==> config.mk <==
export PLATFORM = sky130hd
export DESIGN_NAME = key_irq_gen
export DESIGN_NICKNAME = d
export VERILOG_FILES = /design/src/rtl/key_irq_pkg.sv /design/src/rtl/key_irq_timer.sv /design/src/rtl/key_irq_qtrig.sv /design/src/rtl/key_irq_out.sv /design/src/rtl/key_irq_gen.sv
export SDC_FILE = /design/constraint.sdc
export NUM_CORES = 1
export LEC_CHECK = 0
export CAP_MARGIN = 25
export CORE_MARGIN = 1.5
export CORE_UTILIZATION = 40
export DETAILED_ROUTE_END_ITERATION = 16
export HOLD_SLACK_MARGIN = 0.12
export PLACE_DENSITY = 0.74
export SLEW_MARGIN = 20
export SYNTH_ARGS = -nofsm -noshare
export SYNTH_HDL_FRONTEND = slang
export SYNTH_SLANG_ARGS = --single-unit
==> constraint.sdc <==
create_clock -name clk_i -period 1.21 [get_ports clk_i]
set_input_delay 0.242 -clock clk_i [delete_from_list [all_inputs] [get_ports clk_i]]
set_output_delay 0.242 -clock clk_i [all_outputs]
set_load 0.005 [all_outputs]
==> src/rtl/key_irq_pkg.sv <==
package key_irq_pkg;
  localparam int unsigned TCODE_W = 5;
  localparam int unsigned QCODE_W = 3;
  localparam int unsigned CFG_W   = TCODE_W + QCODE_W;

  typedef struct packed {
    logic [QCODE_W-1:0] qcode;
    logic [TCODE_W-1:0] tcode;
  } irq_cfg_t;
endpackage

==> src/rtl/key_irq_timer.sv <==
module key_irq_timer #(
  parameter int unsigned TW = 5
) (
  input  logic          clk_i,
  input  logic          rst_ni,
  input  logic [TW-1:0] tcode_i,
  input  logic          evt_i,
  input  logic          tick_i,
  output logic          fire_o
);
  logic [TW-1:0] left_q;
  logic          armed_q;
  logic          last;

  assign last   = (left_q == TW'(1));
  assign fire_o = tick_i & armed_q & ~evt_i & last;

  always_ff @(posedge clk_i or negedge rst_ni) begin
    if (!rst_ni) begin
      left_q  <= '0;
      armed_q <= 1'b0;
    end else if (evt_i) begin
      left_q  <= tcode_i;
      armed_q <= |tcode_i;
    end else if (tick_i && armed_q) begin
      left_q <= left_q - TW'(1);
      if (last) armed_q <= 1'b0;
    end
  end
endmodule

==> src/rtl/key_irq_qtrig.sv <==
module key_irq_qtrig #(
  parameter int unsigned QW = 3,
  parameter int unsigned CW = 5
) (
  input  logic          clk_i,
  input  logic          rst_ni,
  input  logic [QW-1:0] qcode_i,
  input  logic [CW-1:0] cnt_i,
  output logic          fire_o
);
  logic [CW-1:0] thr;
  logic          reached;
  logic          reached_q;

  assign thr     = CW'({qcode_i, 1'b0});
  assign reached = (|qcode_i) && (cnt_i >= thr);
  assign fire_o  = reached & ~reached_q;  // edge only: a held level fires once

  always_ff @(posedge clk_i or negedge rst_ni) begin
    if (!rst_ni) reached_q <= 1'b0;
    else         reached_q <= reached;
  end
endmodule

==> src/rtl/key_irq_out.sv <==
module key_irq_out #(
  parameter int unsigned NTRIG = 2
) (
  input  logic             clk_i,
  input  logic             rst_ni,
  input  logic [NTRIG-1:0] fire_i,
  input  logic             clr_on_read_i,
  input  logic             rd_i,
  input  logic             empty_i,
  input  logic             gpo_mode_i,
  input  logic             gpo_val_i,
  output logic             flag_o,
  output logic             oe_o
);
  logic set, clr, flag_q;

  assign set = |fire_i;
  assign clr = clr_on_read_i ? rd_i : empty_i;

  always_ff @(posedge clk_i or negedge rst_ni) begin
    if (!rst_ni)  flag_q <= 1'b0;
    else if (set) flag_q <= 1'b1;  // set beats clear
    else if (clr) flag_q <= 1'b0;
  end

  assign flag_o = flag_q;
  assign oe_o   = gpo_mode_i ? ~gpo_val_i : flag_q;
endmodule

==> src/rtl/key_irq_gen.sv <==
module key_irq_gen
  import key_irq_pkg::*;
#(
  parameter int unsigned CNT_W = 5
) (
  input  logic             clk_i,
  input  logic             rst_ni,
  input  logic [CFG_W-1:0] irq_cfg_i,
  input  logic             clr_on_read_i,
  input  logic             gpo_val_i,
  input  logic             tick_i,
  input  logic             key_evt_i,
  input  logic [CNT_W-1:0] fifo_cnt_i,
  input  logic             fifo_rd_i,
  output logic             irq_oe_o
);
  localparam int unsigned NTRIG = 2;

  irq_cfg_t         cfg;
  logic             time_fire, queue_fire, flag;
  logic [NTRIG-1:0] fires;

  assign cfg   = irq_cfg_t'(irq_cfg_i);
  assign fires = {queue_fire, time_fire};

  key_irq_timer #(.TW(TCODE_W)) u_timer (
    .clk_i  (clk_i),
    .rst_ni (rst_ni),
    .tcode_i(cfg.tcode),
    .evt_i  (key_evt_i),
    .tick_i (tick_i),
    .fire_o (time_fire)
  );

  key_irq_qtrig #(.QW(QCODE_W), .CW(CNT_W)) u_qtrig (
    .clk_i  (clk_i),
    .rst_ni (rst_ni),
    .qcode_i(cfg.qcode),
    .cnt_i  (fifo_cnt_i),
    .fire_o (queue_fire)
  );

  key_irq_out #(.NTRIG(NTRIG)) u_out (
    .clk_i        (clk_i),
    .rst_ni       (rst_ni),
    .fire_i       (fires),
    .clr_on_read_i(clr_on_read_i),
    .rd_i         (fifo_rd_i),
    .empty_i      (fifo_cnt_i == '0),
    .gpo_mode_i   (irq_cfg_i == '0),
    .gpo_val_i    (gpo_val_i),
    .flag_o       (flag),
    .oe_o         (irq_oe_o)
  );
endmodule

==> metrics.txt <==
crit path from irq_cfg_i[1]; initial core utilization 45.6%; Die Area 1560 µm²; routed wire length 1.94 mm; cell count of the worst reg-to-reg path 5; drt initial violations 21; leakage 0.448 nW; Port Buf Inserts 20; Design Area, Final 950 µm²; final hold violation count 0; Worst Hold Launch irq_cfg_i[4]; setup ws final -0.0503 ns; first-pass GRT wire length 2.30 mm; CP peak stage delay 0.20 ns; Setup WS pre-CTS -0.859 ns; Hold Crit Class primary input to register; failing checks negative setup slack; Total GRT Usage 22.3%; Clock Skew 0.00207 ns; setup slack, reg-to-reg -0.03 ns; crit path time final 1.26 ns; Die H 39.5 µm; # rows 12; max_cap viols 0; Root Buffer clkbuf_4; CTS H-tree lvls 1; worst-path cell chain buf_8 > nor3_4 > and3_4 > mux2i_1 > buf_2; critical path endpoint irq_oe_o; clock buffer depth 2; syn_area_per_cell 8.62 µm²; total chip power 0.852 mW; Antenna Nets Post-Route 0; antenna cell count 0; post-synthesis sequential area ratio 37.5%; final core occ 81.1%; cell-internal power 0.577 mW; Worst Tran Pin Value 0.384 ns; Clk pwr share 25.6%; register bit total from synthesis 8; RR Startpoint u_timer.left_q[1]; synth unique cells 24; Routed wire per std cell 17.3 µm; TritonCTS Buffers 3; share of layout cells above drive strength 1 41.8%; sequential share of power 38.8%; clock slew at reported path FFs 0.06 ns; fin. max-slew vios 0; grt total ovfl 0; PD cells 898 nW/µm²; Worst setup EP type primary output; number of synthesized flops with an enable pin 0; Switching Fraction 32.3%; status complete, but fails checks; post-synthesis cell area 534 µm²; via density per instance 5.66; post-synthesis async set-or-reset flop share 100%; CP Class primary input to primary output; initial antenna violation count 0; vias in the first global route 587; P_sw 0.275 mW; final worst path period share 104%; Mapped Nets 87; placed cell area 786 µm²; CP max FO 2; Ports 21; Syn-to-layout area delta 77.8%; Gate Count Post-Synth 62; clk_lat worst skew 0.26 ns; CTS tree done; post-DP HPWL 1.00 mm; FILL cells 73; via count 634; Worst Path Arrival 1.02 ns; Critical Path Start Type primary input; largest net degree at the start of global routing 13; Std-Cell Core Area 1170 µm²; die width 39.5 µm; required time worst endpoint 0.97 ns; first drt pass iteration count 4; Yosys warnings 0; GPL Wtd Cong 0.706; Worst VDD drop 0.682 mV; Primary FF master, synth dfrtp_1; layout net count 125; Final TNS setup -0.0903 ns; Final setup viols 3; FMAX 0.793 GHz; Combinational Power Share 35.7%; R2R Path End u_timer.left_q[2]; Max transition margin 74.3%; clock sink count 8; CP max stage cell and3_4; # DRC 0; RSZ-0062 raised after global routing yes
[final cells by class]
class | instances | area, µm² | share of cell area (%)
Inverter | 7 | 26.3 | 2.77
Sequential cell | 8 | 200 | 21.1
Tap cell | 14 | 17.5 | 1.84
Timing Repair Buffer | 34 | 289 | 30.4
Multi-Input combinational cell | 46 | 394 | 41.5
Clock buffer | 3 | 22.5 | 2.37
[worst min path at each step]
stage,to,slack [ns],cells after the start
global placement,u_out.flag_o,0.41,1
floorplan,u_out.flag_o,-0.05,0
global route,u_timer.left_q[1],0.27,3
CTS,u_timer.left_q[2],0.23,3
finish,u_timer.left_q[4],0.25,3
detailed placement,u_out.flag_o,0.43,1
[per-layer routing]
layer	part of all wire [%]	wire length [µm]	track usage [%]
met3	6.2	121	5.11
met5	0	0	0
met1	40	776	26.6
met2	49	946	38.5
met4	4.8	93	7.76
[timing repair]
item,CTS,global route
pin swaps,7,8
hold buffers,0,0
gates resized for setup,42,23
endpoints found under the setup margin,3,5
setup buffers,7,2
[power groups by stage]
stage	Combinational, mW	Sequential, mW	Clock, mW
finish	0.304	0.331	0.218
global route	0.327	0.333	0.220
CTS	0.236	0.328	0.208
detailed placement	0.228	0.333	0
global placement	0.222	0.332	0
floorplan	0.107	0.326	0
[worst max-delay path: cells and delay by family]
family,cells,cell delay (ns)
buffers and inverters,2,0.23
multiplexers,1,0.16
AND/OR/NAND/NOR,2,0.38
[through the flow]
| stage | std cells | hold WS, ns |
|---|---|---|
| 6_report | 112 | 0.252 |
| 3_3_place_gp | 100 | 0.412 |
| 3_5_place_dp | 100 | 0.425 |
| 4_1_cts | 110 | 0.233 |
| 5_1_grt | 112 | 0.275 |
| 2_1_floorplan | 62 | -0.0536 |
[cell usage in the layout (no fill, tap or decap), drive strengths merged]
cell type,instances
buf,22
nand2,10
dfrtp,8
clkdlybuf4s50,7
inv,7
o21ai,7
ha,5
nor3,5
clkbuf,4
nor2,3
xnor2,2
xor2,2
dlygate4sd2,2
nand2b,1
a31oi,1
and3,1
mux2i,1
and4bb,1
nand3b,1
a22oi,1
a2bb2oi,1
o31ai,1
nor4,1
nand3,1
a21oi,1
dlymetal6s2s,1
clkdlybuf4s15,1
[Yosys cell counts, drive strengths merged (2+ instances only)]
library cell	count	area share, %
nand2	10	7.5
nor2	3	2.1
xnor2	2	3.3
nor3	5	4.7
ha	5	12
xor2	2	3.3
inv	7	4.9
dfrtp	8	37
o21ai	7	6.6
[cell families (layout without fill, tap and decap cells)]
group                    count (synthesis)  after routing  share of synthesized area (%)
AND/OR/NAND/NOR                         24             24                           23.7
AO/OA/AOI/OAI                           12             12                           13.1
flip-flops                               8              8                           37.5
buffers and inverters                    8             44                           5.62
adder cells (fa/ha/maj)                  5              5                           11.7
XOR/XNOR                                 4              4                           6.56
multiplexers                             1              1                           1.87
[state kept, by name, indices dropped and copies added (netlist names)]
| name | cells |
|---|---|
| u_qtrig.reached_q | 1 |
| u_timer.left_q | 5 |
| u_timer.armed_q | 1 |
| u_out.flag_o | 1 |
(Power assumes the default switching activity.)
